### config.mk
export PLATFORM = sky130hd
export DESIGN_NAME = pxm_front_stage
export DESIGN_NICKNAME = d
export VERILOG_FILES = /design/src/rtl/pxm_pkg.sv /design/src/rtl/pxm_select_match.sv /design/src/rtl/pxm_mask_lane.sv /design/src/rtl/pxm_test_capture.sv /design/src/rtl/pxm_front_stage.sv
export SDC_FILE = /design/constraint.sdc
export NUM_CORES = 1
export LEC_CHECK = 0
export BUFFER_PORTS_ARGS = -buffer_cell sky130_fd_sc_hd__buf_2
export CORE_MARGIN = 4
export CORE_UTILIZATION = 45
export CTS_CLUSTER_SIZE = 14
export DETAILED_ROUTE_END_ITERATION = 8
export PLACE_DENSITY = 0.77
export SLEW_MARGIN = 5
export SYNTH_ARGS = -nofsm -noshare
export SYNTH_HDL_FRONTEND = slang
export SYNTH_SLANG_ARGS = --single-unit
### constraint.sdc
create_clock -name clk -period 1.35 [get_ports clk]
set_clock_uncertainty 0.2 [all_clocks]
set_input_delay 0.405 -clock clk [delete_from_list [all_inputs] [get_ports clk]]
set_output_delay 0.405 -clock clk [all_outputs]
set_load 0.005 [all_outputs]
### src/rtl/pxm_pkg.sv
package pxm_pkg;
  localparam int NCH = 3;
  typedef enum logic [1:0] {CH_BLU = 2'd0, CH_GRN = 2'd1, CH_RED = 2'd2} chan_e;
endpackage

### src/rtl/pxm_select_match.sv
module pxm_select_match #(
  parameter int SEL_W = 2
) (
  input  logic             clk,
  input  logic             rst,
  input  logic [SEL_W-1:0] match_i,
  input  logic [SEL_W-1:0] psel_i,
  output logic             hit_now_o,
  output logic             sel_q_o
);
  logic [SEL_W-1:0] bit_eq;

  genvar gi;
  generate
    for (gi = 0; gi < SEL_W; gi++) begin : g_cmp
      assign bit_eq[gi] = ~(psel_i[gi] ^ match_i[gi]);
    end
  endgenerate

  assign hit_now_o = &bit_eq;

  always_ff @(posedge clk) begin
    if (rst) sel_q_o <= 1'b0;
    else     sel_q_o <= hit_now_o;
  end

  // registered select follows the previous cycle's compare of the two buses
  assert_sel_match_R4: assert property (@(posedge clk) disable iff (rst)
    (psel_i == match_i) |=> sel_q_o);
  assert_sel_miss_R4: assert property (@(posedge clk) disable iff (rst)
    (psel_i != match_i) |=> !sel_q_o);
endmodule

### src/rtl/pxm_mask_lane.sv
module pxm_mask_lane #(
  parameter int PIX_W = 8
) (
  input  logic             clk,
  input  logic             rst,
  input  logic             ld_i,
  input  logic [PIX_W-1:0] dat_i,
  input  logic [PIX_W-1:0] mask_i,
  output logic [PIX_W-1:0] dat_o
);
  always_ff @(posedge clk) begin
    if (rst)       dat_o <= '0;
    else if (ld_i) dat_o <= dat_i & mask_i;
    else           dat_o <= '0;
  end

  // masked value appears one clock after a load
  assert_mask_lane_R2: assert property (@(posedge clk) disable iff (rst)
    ld_i |=> (dat_o & ~$past(mask_i)) == '0);
  // no load leaves the lane dark
  assert_lane_dark_R5: assert property (@(posedge clk) disable iff (rst)
    !ld_i |=> dat_o == '0);
endmodule

### src/rtl/pxm_test_capture.sv
module pxm_test_capture #(
  parameter int W = 24
) (
  input  logic         clk,
  input  logic         rst,
  input  logic         en_i,
  input  logic [W-1:0] word_i,
  output logic [W-1:0] cap_o
);
  always_ff @(posedge clk) begin
    if (rst)       cap_o <= '0;
    else if (en_i) cap_o <= word_i;
  end

  // capture holds when not enabled
  assert_cap_hold_R8: assert property (@(posedge clk) disable iff (rst)
    !en_i |=> $stable(cap_o));
endmodule

### src/rtl/pxm_front_stage.sv
module pxm_front_stage #(
  parameter int PIX_W = 8,
  parameter int SEL_W = 2
) (
  input  logic                         clk,
  input  logic                         rst,
  input  logic                         pix_valid_i,
  input  logic [PIX_W-1:0]             red_i,
  input  logic [PIX_W-1:0]             grn_i,
  input  logic [PIX_W-1:0]             blu_i,
  input  logic [PIX_W-1:0]             mask_i,
  input  logic [SEL_W-1:0]             match_i,
  input  logic [SEL_W-1:0]             psel_i,
  input  logic                         test_en_i,
  output logic [PIX_W-1:0]             red_o,
  output logic [PIX_W-1:0]             grn_o,
  output logic [PIX_W-1:0]             blu_o,
  output logic                         out_valid_o,
  output logic                         selected_o,
  output logic [pxm_pkg::NCH*PIX_W-1:0] cap_o
);
  import pxm_pkg::*;
  localparam int WORD_W = NCH * PIX_W;

  logic [NCH-1:0][PIX_W-1:0] pix_in;
  logic [NCH-1:0][PIX_W-1:0] pix_out;
  logic                      hit_now;
  logic                      lane_ld;
  logic                      valid_q;

  assign pix_in[CH_RED] = red_i;
  assign pix_in[CH_GRN] = grn_i;
  assign pix_in[CH_BLU] = blu_i;

  pxm_select_match #(.SEL_W(SEL_W)) u_sel (
    .clk(clk), .rst(rst), .match_i(match_i), .psel_i(psel_i),
    .hit_now_o(hit_now), .sel_q_o(selected_o)
  );

  assign lane_ld = pix_valid_i & hit_now;

  genvar ci;
  generate
    for (ci = 0; ci < NCH; ci++) begin : g_lane
      pxm_mask_lane #(.PIX_W(PIX_W)) u_lane (
        .clk(clk), .rst(rst), .ld_i(lane_ld),
        .dat_i(pix_in[ci]), .mask_i(mask_i), .dat_o(pix_out[ci])
      );
    end
  endgenerate

  always_ff @(posedge clk) begin
    if (rst) valid_q <= 1'b0;
    else     valid_q <= pix_valid_i;
  end

  pxm_test_capture #(.W(WORD_W)) u_cap (
    .clk(clk), .rst(rst), .en_i(test_en_i & pix_valid_i),
    .word_i(pix_in), .cap_o(cap_o)
  );

  assign red_o       = pix_out[CH_RED];
  assign grn_o       = pix_out[CH_GRN];
  assign blu_o       = pix_out[CH_BLU];
  assign out_valid_o = valid_q;

  // a deselected device shows black on all channels
  assert_unsel_dark_R5: assert property (@(posedge clk) disable iff (rst)
    !selected_o |-> (red_o == '0 && grn_o == '0 && blu_o == '0));
  // no valid pixel means dark outputs
  assert_novalid_dark_R9: assert property (@(posedge clk) disable iff (rst)
    !out_valid_o |-> (red_o == '0 && grn_o == '0 && blu_o == '0));
  // a test-mode pixel is captured unmasked
  assert_cap_load_R7: assert property (@(posedge clk) disable iff (rst)
    (test_en_i && pix_valid_i) |=> cap_o[WORD_W-1 -: PIX_W] == $past(red_i));
endmodule

==> metrics <==
max layer used met4; area leader, netlist dfxtp_1; DRT Pass-1 Iters 4; PD cells 1080 nW/µm²; Post-Synth XOR/XNOR Area 1.59%; IO buf count 89; CTS buffer count 5; Root Buffer clkbuf_8; clock buffer depth 2; CP Depth 1; Worst slew margin 64.9%; HP Class primary input to flop; crit path buf inv count 1; Cell variety after synth 15; CP Cell Sequence buf_2; final worst-path cycle share 101%; Setup WS pre-CTS -0.480 ns; final worst setup slack -0.00736 ns; placed cells 330; Die H 75.3 µm; Clock Pin Slew Worst Setup and Hold Paths 0.09 ns; post-synth top area share 49.0%; # rows 24; share of synthesized cell area in full adder, half adder and majority cells 0%; failing checks setup timing; Max Cap Violations 0; flop2flop setup slack 0.37 ns; total clock sinks 50; pin count of the biggest net entering global routing 37; Worst R2R Start u_cap.cap_o[0]; clock share of power 34.3%; CP Max Fanout 1; total grt overflow 0; count of final hold-check violations 0; critical path capture point grn_o[0]; synth warn 0; WP data required 0.75 ns; post-layout util 65.6%; H-tree levels 2; terminus of the critical flop-to-flop path u_cap.cap_o[0]; Peak VDD IR 835 µV; vias in the first global route 1785; Worst Max-Slew Pin Slew 0.526 ns; Compound-Gate Fraction of Synth Area 17.7%; detailed router's first-iteration violation count 87; DIE WIDTH 75.3 µm; crit end category output port; average wire per standard cell 16.8 µm; met2 WL 2770 µm; initial antenna violation count 0; M1 wire length 2380 µm; WS Path Type flop to output port; crit start category flop; Leak 1.25 nW; crit path time final 1.36 ns; Via Count 1805; Avg Cell Area, Syn 10.4 µm²; # diodes 0; Synth Cell Area 2040 µm²; internal power 0.00234 W; main area contributors after synthesis dfxtp_1 49%, a21bo_2 12%, nor4_2 12%; status complete, but fails checks; Die ar. 5680 µm²; CP startpoint g_lane[1].u_lane.dat_o[0]; first-pass GRT wire length 8670 µm; core area 4380 µm²; Syn Inst Count 196; Synth Area in Simple Gates 24.7%; Worst Min Path Start red_i[1]; Final Wtd Congestion 0.792; Seq/Total Area, Yosys 49.0%; fin area 2880 µm²; Tot GR Track Use 20.4%; RSZ-0062 raised after global routing true; I/O pins 90; Post-DRT Antenna Nets 0; DRC 0; routed wl met3 489 µm; share of layout cells above drive strength 1 66.1%; CP arrival 0.75 ns; Area growth syn-to-layout 41.0%; initial core utilization 46.5%; Area after DPL 2580 µm²; flops & latches, synth 50; CP max stage cell dfxtp_2; sw frac 24.4%; CTS tree done; Final Non-Filler Cells 338; Switching Power 0.000757 W; Nets 326; total routed wirelength 5690 µm; Overall Power 0.00310 W; dpl hpwl 4060 µm; kind of cell adding the most delay to the critical path flip-flops; worst-case reg-to-reg path depth 2; Finish-stage setup viols 2; syn_nets 236; slowest cell delay on critical path 0.33 ns; sequential share of power 49.9%; DR vias/cell 5.34; part of the power in combinational logic 15.8%; multiplexer area fraction after synthesis 0%; clock latency on the worst-skew pair 0.29 ns; fmax 0.737 GHz; largest family of logic cells by synthesized area simple AND/OR/NAND/NOR gates; Slew Limit Fails 0
## power by group through the flow
stage | Combinational, W | Clock, W | Sequential, W
CTS | 0.000480 | 0.00110 | 0.00154
finish | 0.000490 | 0.00106 | 0.00155
global route | 0.000532 | 0.00113 | 0.00155
floorplan | 0.000256 | 0 | 0.00158
detailed placement | 0.000454 | 0 | 0.00157
global placement | 0.000446 | 0 | 0.00157
## placed cells by master (no fill, tap or decap)
master,instances
nand2_1,24
a21oi_1,24
nand2b_4,1
dfxtp_1,17
buf_4,9
dfxtp_2,33
a21bo_2,24
xor2_4,3
buf_6,18
buf_12,4
nor3_1,1
bufinv_16,1
nor4_2,19
nand3_1,24
buf_2,71
nor4_1,5
nand2b_1,1
clkbuf_8,6
inv_1,1
## synth_stat cells
cell type,count
nor3_1,1
clkbuf_1,4
nor4_2,19
nand2b_1,1
a21bo_2,24
buf_6,7
nand3_1,24
a21oi_1,24
nand2_1,24
inv_1,1
buf_2,9
nand2b_4,1
nor4_1,5
dfxtp_1,50
xor2_2,2
## worst min-delay path, stage by stage
cell and delay (ns):
buf_2 0.11, nand2_1 0.05, nor4_1 0.04
## sequential cells by signal, summed over array words and instances, names as in the netlist
name and flops:
out_valid_o 1, g_lane.u_lane.dat_o 24, u_sel.sel_q_o 1, u_cap.cap_o 24
## logic make-up after synthesis
logic type                count (synthesis)
DFF                                      50
and+or+nand+nor                          75
buffers and inverters                    21
AOI/OAI and AO/OA                        48
xor gates and xnor gates                  2
## stage by stage
step | TNS, ns | hold WS, ns
2_1_floorplan | 0 | 0.324
3_3_place_gp | -10.08 | 0.359
3_5_place_dp | -11.14 | 0.362
4_1_cts | -0.153 | 0.124
5_1_grt | -0.460 | 0.132
6_report | -0.00752 | 0.135
## what timing repair did
item / in CTS / in global routing
cloned: 1 / 0
gates resized for setup: 25 / 27
buffers inserted: 0 / 0
hold buffers: 0 / 0
endpoints found under the hold margin: 0 / 0
pin swaps: 1 / 1
setup endpoints to repair: 46 / 40
## final cells by class
type                       count  area [µm²]
clock buffer                   6        82.6
inverter                       1        3.75
timing repair buffer         102         706
multi-input combinational    126         947
fill                         349        1510
sequential                    50        1040
tap                           52        65.1
clock inverter                 1        30.0
## routing by layer
metal	global-route usage [%]	up-vias
li1	-	868
met5	0	-
met2	33.3	74
met3	6.20	4
met1	26.2	859
met4	6.21	0
## worst min path at each step
stage                                           end  slack (ns)  cells after the start
final                     g_lane[2].u_lane.dat_o[1]        0.13                      3
after global routing      g_lane[2].u_lane.dat_o[6]        0.13                      3
after CTS                 g_lane[2].u_lane.dat_o[1]        0.12                      3
after detailed placement             u_cap.cap_o[5]        0.36                      2
after global placement              u_cap.cap_o[21]        0.36                      2
after floorplan           g_lane[0].u_lane.dat_o[7]        0.32                      2
Note: power is estimated with default switching activity, not from simulation.
